[src/rtl/mul_pkg.sv]
package mul_pkg;
  typedef enum logic [1:0] {
    ST_IDLE   = 2'd0,
    ST_RUN    = 2'd1,
    ST_COMMIT = 2'd2
  } mul_state_e;
endpackage

[src/rtl/mul_rst_sync.sv]
module mul_rst_sync #(
  parameter int STAGES = 2
) (
  input  logic clk_i,
  input  logic rst_ni,
  output logic rst_sync_no
);
  logic [STAGES-1:0] sync_q;
  logic [STAGES-1:0] sync_d;

  always_comb begin
    sync_d = {sync_q[STAGES-2:0], 1'b1};
  end

  always_ff @(posedge clk_i or negedge rst_ni) begin
    if (!rst_ni) sync_q <= '0;
    else         sync_q <= sync_d;
  end

  assign rst_sync_no = sync_q[STAGES-1];
endmodule

[src/rtl/mul_seq_ctrl.sv]
module mul_seq_ctrl
  import mul_pkg::*;
#(
  parameter int WIDTH = 32
) (
  input  logic clk_i,
  input  logic rst_ni,
  input  logic start_i,
  output logic load_o,
  output logic step_o,
  output logic commit_o,
  output logic busy_o
);
  localparam int STEPS = WIDTH + 1;
  localparam int CW    = $clog2(STEPS + 1);

  mul_state_e    state_q, state_d;
  logic [CW-1:0] cnt_q, cnt_d;

  always_comb begin
    state_d = state_q;
    cnt_d   = cnt_q;
    unique case (state_q)
      ST_IDLE: begin
        if (start_i) begin
          state_d = ST_RUN;
          cnt_d   = CW'(STEPS);
        end
      end
      ST_RUN: begin
        cnt_d = cnt_q - 1'b1;
        if (cnt_q == CW'(1)) state_d = ST_COMMIT;
      end
      ST_COMMIT: state_d = ST_IDLE;
      default:   state_d = ST_IDLE;
    endcase
  end

  always_ff @(posedge clk_i or negedge rst_ni) begin
    if (!rst_ni) begin
      state_q <= ST_IDLE;
      cnt_q   <= '0;
    end else begin
      state_q <= state_d;
      cnt_q   <= cnt_d;
    end
  end

  assign load_o   = (state_q == ST_IDLE) && start_i;
  assign step_o   = (state_q == ST_RUN);
  assign commit_o = (state_q == ST_COMMIT);
  assign busy_o   = (state_q != ST_IDLE);

  // the step counter never runs dry while iterating
  p_cnt_live_r2: assert property (@(posedge clk_i) disable iff (!rst_ni)
    (state_q == ST_RUN) |-> (cnt_q != '0));
  // completion is followed by idle
  p_commit_idle_r2: assert property (@(posedge clk_i) disable iff (!rst_ni)
    commit_o |=> (state_q == ST_IDLE));
  // a start during a run does not end or restart it
  p_start_ignored_r9: assert property (@(posedge clk_i) disable iff (!rst_ni)
    (step_o && start_i && cnt_q > CW'(1)) |=> (step_o && cnt_q == $past(cnt_q) - 1'b1));
endmodule

[src/rtl/mul_booth_dp.sv]
module mul_booth_dp #(
  parameter int WIDTH = 32
) (
  input  logic               clk_i,
  input  logic               rst_ni,
  input  logic               load_i,
  input  logic               step_i,
  input  logic               commit_i,
  input  logic               sgn_i,
  input  logic [WIDTH-1:0]   opa_i,
  input  logic [WIDTH-1:0]   opb_i,
  output logic               sgn_o,
  output logic [2*WIDTH-1:0] prod_o
);
  localparam int EXT = WIDTH + 1;  // multiplier extended by one bit
  localparam int AW  = WIDTH + 2;  // accumulator with guard bit
  localparam int FW  = AW + EXT;

  logic [AW-1:0]  acc_q, acc_d, mcand_q, mcand_d, sum;
  logic [EXT-1:0] mq_q, mq_d;
  logic           qm1_q, qm1_d, sgn_q, sgn_d;
  logic [FW-1:0]  full;

  always_comb begin
    unique case ({mq_q[0], qm1_q})
      2'b10:   sum = acc_q - mcand_q;
      2'b01:   sum = acc_q + mcand_q;
      default: sum = acc_q;
    endcase
  end

  always_comb begin
    acc_d   = acc_q;
    mq_d    = mq_q;
    qm1_d   = qm1_q;
    mcand_d = mcand_q;
    sgn_d   = sgn_q;
    if (load_i) begin
      acc_d   = '0;
      mq_d    = {sgn_i & opb_i[WIDTH-1], opb_i};
      qm1_d   = 1'b0;
      mcand_d = {{2{sgn_i & opa_i[WIDTH-1]}}, opa_i};
      sgn_d   = sgn_i;
    end else if (step_i) begin
      acc_d   = {sum[AW-1], sum[AW-1:1]};
      mq_d    = {sum[0], mq_q[EXT-1:1]};
      qm1_d   = mq_q[0];
    end
  end

  always_ff @(posedge clk_i or negedge rst_ni) begin
    if (!rst_ni) begin
      acc_q   <= '0;
      mq_q    <= '0;
      qm1_q   <= 1'b0;
      mcand_q <= '0;
      sgn_q   <= 1'b0;
    end else begin
      acc_q   <= acc_d;
      mq_q    <= mq_d;
      qm1_q   <= qm1_d;
      mcand_q <= mcand_d;
      sgn_q   <= sgn_d;
    end
  end

  assign full   = {acc_q, mq_q};
  assign prod_o = full[2*WIDTH-1:0];
  assign sgn_o  = sgn_q;

  // an unsigned product never spills past 2*WIDTH bits
  p_uns_range_r3: assert property (@(posedge clk_i) disable iff (!rst_ni)
    (commit_i && !sgn_q) |-> (full[FW-1:2*WIDTH] == '0));
  // a signed product is a proper sign extension of its low 2*WIDTH bits
  p_sgn_range_r4: assert property (@(posedge clk_i) disable iff (!rst_ni)
    (commit_i && sgn_q) |-> (full[FW-1:2*WIDTH-1] == '0 || full[FW-1:2*WIDTH-1] == '1));
endmodule

[src/rtl/mul_hilo_regs.sv]
module mul_hilo_regs #(
  parameter int WIDTH = 32
) (
  input  logic               clk_i,
  input  logic               rst_ni,
  input  logic               commit_i,
  input  logic               sgn_i,
  input  logic [2*WIDTH-1:0] prod_i,
  output logic [WIDTH-1:0]   hi_o,
  output logic [WIDTH-1:0]   lo_o,
  output logic               fits_o
);
  logic [WIDTH-1:0] hi_q, hi_d, lo_q, lo_d;
  logic             fits_q, fits_d, sgn_q, sgn_d;

  always_comb begin
    hi_d   = hi_q;
    lo_d   = lo_q;
    sgn_d  = sgn_q;
    fits_d = fits_q;
    if (commit_i) begin
      hi_d   = prod_i[2*WIDTH-1:WIDTH];
      lo_d   = prod_i[WIDTH-1:0];
      sgn_d  = sgn_i;
      fits_d = sgn_i ? (prod_i[2*WIDTH-1:WIDTH] == {WIDTH{prod_i[WIDTH-1]}})
                     : (prod_i[2*WIDTH-1:WIDTH] == '0);
    end
  end

  always_ff @(posedge clk_i or negedge rst_ni) begin
    if (!rst_ni) begin
      hi_q   <= '0;
      lo_q   <= '0;
      sgn_q  <= 1'b0;
      fits_q <= 1'b1;
    end else begin
      hi_q   <= hi_d;
      lo_q   <= lo_d;
      sgn_q  <= sgn_d;
      fits_q <= fits_d;
    end
  end

  assign hi_o   = hi_q;
  assign lo_o   = lo_q;
  assign fits_o = fits_q;

  // result state moves only on the completion edge
  p_hold_r5: assert property (@(posedge clk_i) disable iff (!rst_ni)
    !commit_i |=> ($stable(hi_q) && $stable(lo_q) && $stable(fits_q)));
  // unsigned fit rule
  p_fits_uns_r7: assert property (@(posedge clk_i) disable iff (!rst_ni)
    !sgn_q |-> (fits_q == (hi_q == '0)));
  // signed fit rule
  p_fits_sgn_r8: assert property (@(posedge clk_i) disable iff (!rst_ni)
    sgn_q |-> (fits_q == (hi_q == {WIDTH{lo_q[WIDTH-1]}})));
endmodule

[src/rtl/mul_hilo_unit.sv]
module mul_hilo_unit #(
  parameter int WIDTH = 32
) (
  input  logic             clk_i,
  input  logic             rst_ni,
  input  logic             start_i,
  input  logic             signed_i,
  input  logic [WIDTH-1:0] opa_i,
  input  logic [WIDTH-1:0] opb_i,
  output logic             busy_o,
  input  logic             hi_req_i,
  output logic             hi_rdy_o,
  output logic [WIDTH-1:0] hi_o,
  input  logic             lo_req_i,
  output logic             lo_rdy_o,
  output logic [WIDTH-1:0] lo_o,
  output logic             fits_o
);
  logic               rst_n;
  logic               load, step, commit, busy, sgn;
  logic [2*WIDTH-1:0] prod;

  mul_rst_sync #(.STAGES(2)) u_rst (
    .clk_i(clk_i), .rst_ni(rst_ni), .rst_sync_no(rst_n));

  mul_seq_ctrl #(.WIDTH(WIDTH)) u_ctrl (
    .clk_i(clk_i), .rst_ni(rst_n), .start_i(start_i),
    .load_o(load), .step_o(step), .commit_o(commit), .busy_o(busy));

  mul_booth_dp #(.WIDTH(WIDTH)) u_dp (
    .clk_i(clk_i), .rst_ni(rst_n), .load_i(load), .step_i(step),
    .commit_i(commit), .sgn_i(signed_i), .opa_i(opa_i), .opb_i(opb_i),
    .sgn_o(sgn), .prod_o(prod));

  mul_hilo_regs #(.WIDTH(WIDTH)) u_regs (
    .clk_i(clk_i), .rst_ni(rst_n), .commit_i(commit), .sgn_i(sgn),
    .prod_i(prod), .hi_o(hi_o), .lo_o(lo_o), .fits_o(fits_o));

  assign busy_o   = busy;
  assign hi_rdy_o = hi_req_i & ~busy;
  assign lo_rdy_o = lo_req_i & ~busy;

  // move-from reads stall while the multiply runs
  p_rd_stall_r6: assert property (@(posedge clk_i) disable iff (!rst_n)
    busy_o |-> (!hi_rdy_o && !lo_rdy_o));
  // an accepted start raises busy
  p_start_busy_r2: assert property (@(posedge clk_i) disable iff (!rst_n)
    (start_i && !busy_o) |=> busy_o);
endmodule

[config.mk]
export PLATFORM = sky130hd
export DESIGN_NAME = mul_hilo_unit
export DESIGN_NICKNAME = d
export VERILOG_FILES = /design/src/rtl/mul_pkg.sv /design/src/rtl/mul_rst_sync.sv /design/src/rtl/mul_seq_ctrl.sv /design/src/rtl/mul_booth_dp.sv /design/src/rtl/mul_hilo_regs.sv /design/src/rtl/mul_hilo_unit.sv
export SDC_FILE = /design/constraint.sdc
export NUM_CORES = 1
export LEC_CHECK = 0
export ABC_AREA = 1
export BUFFER_PORTS_ARGS = -buffer_cell sky130_fd_sc_hd__buf_2
export CAP_MARGIN = 40
export CORE_AREA = 4 4 147 149
export CTS_CLUSTER_SIZE = 12
export DETAILED_ROUTE_END_ITERATION = 10
export DIE_AREA = 0 0 151 153
export MAX_ROUTING_LAYER = met4
export PLACE_DENSITY_LB_ADDON = 0.2
export SYNTH_ARGS = -nofsm -noshare
export SYNTH_HDL_FRONTEND = slang
export SYNTH_SLANG_ARGS = --single-unit
[constraint.sdc]
create_clock -name clk_i -period 5.6 [get_ports clk_i]
set_input_delay 0.84 -clock clk_i [delete_from_list [all_inputs] [get_ports clk_i]]
set_output_delay 0.84 -clock clk_i [all_outputs]
set_load 0.01 [all_outputs]
==> impl_metrics.csv <==
group,metric,value,unit
clock_network,cts_buffers,17,
setup_path,endpoint_kind,"register",
floorplan,die_area,0.0231,mm²
clock_network,hold_buffers,0,
setup_path,worstPathArrival,4.10,ns
final_layout,area_growth,14.5,%
sta,fmax,266,MHz
setup_path,r2r-start,"u_dp.mq_q[0]$_DFFE_PN0P_",
floorplan,ios,138,
final_layout,fin_util,59.9,%
sta,period_share,67.1,%
synth,synthTopCellsByArea,"dfrtp_1, nand2_1, o21ai_0, inv_1, ha_1",
floorplan,start_util,52.3,%
synth,ys_ff_latch,176,
setup_path,path_class,"reg -> reg",
sta,tns,0,ns
global_routing,grt_usage,28.4,%
synth,synth_edf_count,0,
synth,synth_top_cell_by_area,"dfrtp_1",
final_layout,drive_above_1_share,13.2,%
power_and_ir_drop,ir_worst_vdd,0.228,mV
routing,via_per_inst,5.30,
floorplan,fp.dieW,151,µm
synth,synthCells,1457,
floorplan,num_rows,52,
routing,ant_nets,0,
clock_network,clk_path_buf_depth,2,
clock_network,cts_resized,0,
global_routing,grt_overflow_total,0,
clock_network,clk_pin_slew,0.08,ns
global_routing,grt_max_degree,90,
place,dp_hpwl,23700,µm
floorplan,fp.dieH,153,µm
place,port_buffers,137,
power_and_ir_drop,pwr_density_cell,211,mW/mm²
synth,synth.distinct_cells,41,
place,pre_cts_ws,1.96,ns
synth,synth_area,0.0105,mm²
sta,whs,0.159,ns
final_layout,fillers,1962,
final_layout,diodes,0,
synth,synth_commonest_cells,"nand2_1, inv_1, dfrtp_1",
synth,yosysWarnings,0,
sta,worst_pin_slew,0.867,ns
routing,routedWlPerCell,16.9,µm
status,status,"completed",
power_and_ir_drop,finalPower,2.54,mW
setup_path,r2r_cells,17,
sta,finClkSkew,0.0178,ns
power_and_ir_drop,p_leak,6.30,nW
routing,routed_wirelength,31300,µm
sta,hold_viol_final,0,
routing,remaining_drc_errors,0,
clock_network,cts_htree_levels,4,
setup_path,startpoint,"u_dp.mq_q[0]$_DFFE_PN0P_",
clock_network,cts_tree,"yes",
clock_network,root_buffer,"clkbuf_16",
sta,rsz0062_at_grt,"false",
synth,synth_seq_area_share,41.8,%
setup_path,start_kind,"register",
sta,setup_viol,0,
hold_path,hold_path.class,"in -> async",
global_routing,grt_pass1_vias,9243,
synth,yosys.cell_count.top_type,"nand2_1",
clock_network,postCtsSetupBuffers,0,
setup_path,cp_data_required_time,5.94,ns
routing,drtPass1Iterations,5,
global_routing,antenna_found_initial,0,
clock_network,clock_latency,0.45,ns
clock_network,cts_sinks,176,
routing,num_vias,9850,
sta,fin_ws,1.84,ns
floorplan,core_area,0.0202,mm²
sta,period_needed,3.76,ns
global_routing,grt_pass1_wl,50400,µm
run,cap_violations,0,
place,gp_congestion,0.975,
routing,drt-initial-drc-count,661,
synth,syn-num-nets,1565,
setup_path,path_max_fanout,21,
synth,synth_top_area_share,41.5,%
final_layout,nets,1683,
sta,drv_slew,0,
sta,max-slew-margin-rel,42.1,%
synth,synthFlopType,"dfrtp_1",
synth,synth.avg_cell_area,7.23,µm²
synth,async_reset_ff_share,100,%
[where the power goes]
| group | total [mW] | switching (mW) | internal, mW |
|---|---|---|---|
| clock | 1.22 | 0.615 | 0.603 |
| sequential | 1.27 | 0.00248 | 1.27 |
| combinational | 0.0509 | 0.0313 | 0.0196 |
[registers in the layout, summed over array words and instances (netlist names)]
name	count
u_ctrl.cnt_q	6
u_ctrl.state_q	2
u_dp.acc_q	33
u_dp.mcand_q	33
u_dp.mq_q	33
u_dp.qm1_q	1
u_dp.sgn_o	1
u_regs.fits_o	1
u_regs.hi_o	32
u_regs.lo_o	32
u_rst.sync_q	2
[final cells by class]
| class | count | area, µm² | share of cell area (%) |
|---|---|---|---|
| Inverter | 202 | 758 | 6.28 |
| Clock inverter | 14 | 166 | 1.38 |
| Sequential cell | 176 | 4410 | 36.5 |
| Tap cell | 270 | 338 | 2.80 |
| Multi-Input combinational cell | 1032 | 5200 | 43.1 |
| Timing Repair Buffer | 146 | 773 | 6.40 |
| Clock buffer | 18 | 429 | 3.55 |
[worst max-delay path: stages, from the launching register on]
cell and delay [ns]:
dfrtp_1 0.36, inv_1 0.10, ha_1 0.68, inv_2 0.30, nand2_1 0.18, nand2_1 0.08
xor2_1 0.27, ha_1 0.33, nand2_1 0.14, inv_1 0.05, a21oi_1 0.27, nand3_1 0.27
nand2_1 0.12, nand2_1 0.08, xnor2_1 0.19, nand2_1 0.08, nand2_1 0.11, nand2_1 0.06
[path summary, 6_finish.rpt]
| kind | endpoint | slack (ns) |
|---|---|---|
| max | u_dp.acc_q[16]$_DFFE_PN0P_ | 1.84 |
| min in group clk_i | u_rst.sync_q[1]$_DFF_PN0_ | 0.38 |
| max reg2reg | u_dp.acc_q[16]$_DFFE_PN0P_ | 1.84 |
| min | u_rst.sync_q[1]$_DFF_PN0_ | 0.16 |
| min reg2reg | u_dp.mq_q[23]$_DFFE_PN0P_ | 0.19 |
| max in group asynchronous | u_dp.acc_q[13]$_DFFE_PN0P_ | 4.07 |
[placed cells by master, fill, tap and decap left out, types with 2 or more instances in the layout]
cell type and n:
xor2_1 24, o21ai_0 172, xnor2_1 7, nand3b_1 2
a21oi_1 72, nor3_2 3, or2_0 2, o21ai_1 3
nand2_2 5, nand3_2 2, o21bai_1 9, clkbuf_16 17
buf_4 8, nand2_1 412, nor4_1 9, o22ai_1 3
o211ai_1 5, dfrtp_1 174, o221ai_1 4, a22oi_1 29
nor2_2 3, buf_2 137, o21ai_2 2, nor2_1 109
inv_8 3, nor3_1 17, ha_1 37, nand3_1 64
nor2_4 8, inv_6 4, inv_2 5, inv_1 196
nand4_1 18, a31oi_1 2, clkinv_8 5, or2_2 2
[per-layer routing]
metal	vias to the layer above	track usage, %	routed length, µm
li1	4951	-	-
met1	4589	41.9	15200
met2	274	41.7	13900
met3	36	4.95	1750
met4	0	5.40	429
met5	-	-	0
[per-stage QoR]
stage / std cells / instance area (µm²)
after floorplan: 1457 / 10500
after global placement: 1825 / 11500
after detailed placement: 1826 / 11500
after CTS: 1858 / 12100
after global routing: 1858 / 12100
final: 1858 / 12100
[cell families after synthesis]
logic type,share of synthesized area [%]
XOR/XNOR,2.58
buffers and inverters,8.95
AO/OA/AOI/OAI,15.7
flip-flops,41.8
AND/OR/NAND/NOR,26.3
adder cells (fa/ha/maj),4.58
other,0.0356
Power figures use the tool's default switching activity.
